**config.mk**
```make
export PLATFORM = sky130hd
export DESIGN_NAME = nlz_norm_encode
export DESIGN_NICKNAME = d
export VERILOG_FILES = /design/src/rtl/nlz_pkg.sv /design/src/rtl/nlz_sign_cond.sv /design/src/rtl/nlz_group_enc.sv /design/src/rtl/nlz_group_sel.sv /design/src/rtl/nlz_norm_encode.sv
export SDC_FILE = /design/constraint.sdc
export NUM_CORES = 1
export LEC_CHECK = 0
export ABC_AREA = 1
export BUFFER_PORTS_ARGS = -buffer_cell sky130_fd_sc_hd__buf_4
export CORE_MARGIN = 5
export CORE_UTILIZATION = 49
export DETAILED_ROUTE_END_ITERATION = 7
export PLACE_DENSITY_LB_ADDON = 0.08
export SYNTH_ARGS = -nofsm -noshare
export SYNTH_HDL_FRONTEND = slang
export SYNTH_SLANG_ARGS = --single-unit
```
**constraint.sdc**
```tcl
create_clock -name vclk -period 1.6
set_input_delay 0.08 -clock vclk [all_inputs]
set_output_delay 0.08 -clock vclk [all_outputs]
set_load 0.01 [all_outputs]
```
**src/rtl/nlz_pkg.sv**
```systemverilog
package nlz_pkg;

    // Default mantissa width and the bit-group size used by the two-level search
    localparam int NLZ_WIDTH = 32;
    localparam int NLZ_GROUP = 4;

    // True when v is a nonzero power of two
    function automatic bit is_pow2(input int v);
        return (v > 0) && ((v & (v - 1)) == 0);
    endfunction

    // Largest count the encoder can report, used for the saturated case
    function automatic int max_count(input int width);
        return width - 1;
    endfunction

endpackage

```
**src/rtl/nlz_sign_cond.sv**
```systemverilog
module nlz_sign_cond #(
    parameter int WIDTH = nlz_pkg::NLZ_WIDTH
) (
    input  logic [WIDTH-1:0] raw_i,
    input  logic             sign_i,
    output logic [WIDTH-1:0] cond_o
);
    // Inverting a negative two's-complement word turns its leading
    // sign copies into zeros, so the same 1-search serves both forms
    assign cond_o = raw_i ^ {WIDTH{sign_i}};
endmodule

```
**src/rtl/nlz_group_enc.sv**
```systemverilog
module nlz_group_enc #(
    parameter int GROUP = nlz_pkg::NLZ_GROUP,
    localparam int LGW  = $clog2(GROUP)
) (
    input  logic [GROUP-1:0] bits_i,
    output logic             hit_o,
    output logic [LGW-1:0]   lz_o
);
    assign hit_o = |bits_i;

    // Walk upward so the highest set bit is the last to write
    always_comb begin
        lz_o = '0;
        for (int i = 0; i < GROUP; i++) begin
            if (bits_i[i]) begin
                lz_o = LGW'(GROUP - 1 - i);
            end
        end
    end
endmodule

```
**src/rtl/nlz_group_sel.sv**
```systemverilog
module nlz_group_sel #(
    parameter int WIDTH = nlz_pkg::NLZ_WIDTH,
    parameter int GROUP = nlz_pkg::NLZ_GROUP,
    localparam int NG   = WIDTH / GROUP,
    localparam int LGW  = $clog2(GROUP),
    localparam int CW   = $clog2(WIDTH)
) (
    input  logic [NG-1:0]          hit_i,
    input  logic [NG-1:0][LGW-1:0] lz_i,
    output logic [CW-1:0]          count_o
);
    localparam int SAT = nlz_pkg::max_count(WIDTH);

    // Group 0 holds the lowest bits; the highest group with a hit wins
    always_comb begin
        count_o = CW'(SAT);
        for (int g = 0; g < NG; g++) begin
            if (hit_i[g]) begin
                count_o = CW'((NG - 1 - g) * GROUP + int'(lz_i[g]));
            end
        end
    end
endmodule

```
**src/rtl/nlz_norm_encode.sv**
```systemverilog
module nlz_norm_encode #(
    parameter int WIDTH = nlz_pkg::NLZ_WIDTH,
    parameter int GROUP = nlz_pkg::NLZ_GROUP,
    localparam int NG   = WIDTH / GROUP,
    localparam int LGW  = $clog2(GROUP),
    localparam int CW   = $clog2(WIDTH)
) (
    input  logic [WIDTH-1:0] mant_i,
    input  logic             sign_i,
    output logic [CW-1:0]    shift_o
);
    initial begin
        if (!nlz_pkg::is_pow2(WIDTH) || !nlz_pkg::is_pow2(GROUP) ||
            GROUP < 2 || GROUP > WIDTH) begin
            $error("nlz_norm_encode: WIDTH and GROUP must be powers of two, 2 <= GROUP <= WIDTH");
        end
    end

    logic [WIDTH-1:0]       cond_w;
    logic [NG-1:0]          hit_w;
    logic [NG-1:0][LGW-1:0] lz_w;

    nlz_sign_cond #(.WIDTH(WIDTH)) cond_i (
        .raw_i  (mant_i),
        .sign_i (sign_i),
        .cond_o (cond_w)
    );

    for (genvar g = 0; g < NG; g++) begin : g_grp
        nlz_group_enc #(.GROUP(GROUP)) enc_i (
            .bits_i (cond_w[g*GROUP +: GROUP]),
            .hit_o  (hit_w[g]),
            .lz_o   (lz_w[g])
        );
    end

    nlz_group_sel #(.WIDTH(WIDTH), .GROUP(GROUP)) sel_i (
        .hit_i   (hit_w),
        .lz_i    (lz_w),
        .count_o (shift_o)
    );
endmodule

```
==> impl_metrics.json <==
{
  "status": "finished clean",
  "rows": 14,
  "maxCapViolCount": 0,
  "hold_viol": 0,
  "synthDistinctLibCells": 20,
  "power_per_cell_area_nw_per_um2": 305,
  "wl_met2_um": 937,
  "slew_headroom": 0.836,
  "synth_top_cell_area_share": 0.202,
  "core_um2": 1470,
  "die_w_um": 48.9,
  "hold_class": "input port to output port",
  "worstMarginPinSlew_ns": 0.245,
  "synth.cells.most_frequent": "40 x nand2_1, 16 x inv_1, 14 x xnor2_1",
  "drt-wirelength-per-cell_um": 9.86,
  "instances_no_fill": 185,
  "p_leak_nw": 0.619,
  "critPathArrivalTime_ns": 1.42,
  "fin_crit_sh": 0.940,
  "grt_pass1_wl_um": 2930,
  "netlist_instances": 127,
  "crit_path_end": "shift_o[0]",
  "startpoint": "sign_i",
  "cp-start-kind": "input port",
  "track_usage": 0.135,
  "die_area_um2": 2390,
  "critPathSlowestCell": "xor2_1",
  "fin_tns_setup_ns": 0,
  "via_per_inst": 4.83,
  "setup_viol": 0,
  "boundaryPins": 38,
  "slowest_delay_ns": 0.17,
  "synth_most_common_cell": "nand2_1",
  "grt_max_degree": 16,
  "portBuffers": 37,
  "dr_total_vias": 893,
  "syn_area_um2": 742,
  "routed_wl_um": 1830,
  "maxSlewViolCount": 0,
  "drtAntennaViolNets": 0,
  "final_area_um2": 1130,
  "syn-num-nets": 160,
  "drive_gt1_frac": 0.343,
  "ir_drop_mv": 0.177,
  "layout_min_cycle_time_ns": 1.50,
  "drc_errors": 0,
  "critical_path_cell_count": 14,
  "post-dp-hpwl_um": 1530,
  "gp_congestion": 0.745,
  "yosysTopAreaCell": "nand2_1",
  "grt_pass1_vias": 775,
  "path_cells": "buf_6, buf_12, xor2_1, nor2_1, and2_1, nand2_1, nand2_1, nand2_1, nand2_1, nand2_1, nand2_1, nand2_1, a21oi_2, buf_4",
  "met3_length_um": 110,
  "synth.area.top_cells": "nand2_1 20%, xnor2_1 17%, xor2_1 12%",
  "clkbuf_count": 0,
  "critPathKind": "input port to output port",
  "drt-pass1-iter-count": 4,
  "ys_warn_count": 0,
  "yosysSeqAreaShare": 0,
  "nNetsFinal": 204,
  "drt_iter0_drc": 1,
  "hold_buffers": 0,
  "wl_met1_um": 777,
  "required_ns": 1.52,
  "hp-start": "mant_i[30]",
  "start_util": 0.504,
  "area_growth_pct": 51.8,
  "die_h_um": 48.9,
  "timing.fmax_mhz": 665,
  "ff_latch_area_um2": 0,
  "maxUsedRoutingLayer": "met3",
  "dpl_cell_area_um2": 1050,
  "n_sequential_cell": 0,
  "path_common_cell": "nand2_1",
  "antenna_found_initial": 0,
  "p_total_uw": 343,
  "antenna_cells": 0,
  "crit_family": "simple AND/OR/NAND/NOR gates",
  "worstPathMaxFanout": 8,
  "synth_area_per_cell_um2": 5.84,
  "endpoint_kind": "output port",
  "crit_buf_inv": 3,
  "placed_cells": 183,
  "grt-ovfl-total": 0
}
[per-layer routing]
layer / up-vias / track usage
met5: - / 0
met4: 0 / 0
met3: 0 / 0.0275
met2: 23 / 0.257
met1: 391 / 0.161
li1: 479 / -
[kinds of logic (layout without fill, tap and decap cells)]
group | after synthesis | count (layout) | share of synthesized area
xor gates and xnor gates | 27 | 27 | 0.349
AOI/OAI and AO/OA | 18 | 18 | 0.145
and+or+nand+nor | 62 | 62 | 0.341
buffers and inverters | 20 | 62 | 0.165
[metrics by stage]
stage	worst slack, ns	hold WS (ns)	util
after floorplan	0.241	0.388	-
after global placement	0.0794	0.595	0.717
after detailed placement	0.0601	0.609	0.717
after CTS	0.0550	0.608	0.717
after global routing	-0.00986	0.645	0.765
final	0.0963	0.608	0.765
[how the worst min path moves through the flow]
stage / endpoint / cells after the start / slack [ns]
after floorplan: shift_o[1] / 3 / 0.39
after global placement: shift_o[1] / 5 / 0.60
after detailed placement: shift_o[1] / 5 / 0.61
after CTS: shift_o[1] / 5 / 0.61
after global routing: shift_o[1] / 5 / 0.65
final: shift_o[1] / 5 / 0.61
[final cells by class]
class	count	area, um^2
fill	124	345
multi-input combinational	107	654
inverter	16	60.1
tap	16	20.0
timing repair buffer	46	392
[layout by cell type, fill, tap and decap left out, drive strengths merged]
master / n
buf: 45
nand2: 40
xnor2: 17
inv: 16
nor2: 12
xor2: 10
nand3: 8
a21oi: 7
o21ai: 5
a21boi: 2
o21bai: 2
nand2b: 1
and2: 1
o211ai: 1
a31oi: 1
clkbuf: 1
[what timing repair did]
action / in CTS / in global routing
resized for setup: 0 / 7
endpoints found under the setup margin: 0 / 3
setup buffers: 0 / 1
[worst min-delay path: cells and delay by family]
kind	cells	cell delay, ns
and+or+nand+nor	1	0.06
AOI/OAI and AO/OA	1	0.09
buffers and inverters	2	0.21
xor gates and xnor gates	1	0.08
[power breakdown]
part / switching [mW] / internal (mW) / leakage, nW
combinational: 0.159 / 0.184 / 0.619
clock: 0 / 0 / 0
sequential: 0 / 0 / 0
No activity file was read; power rests on OpenSTA's default activity.
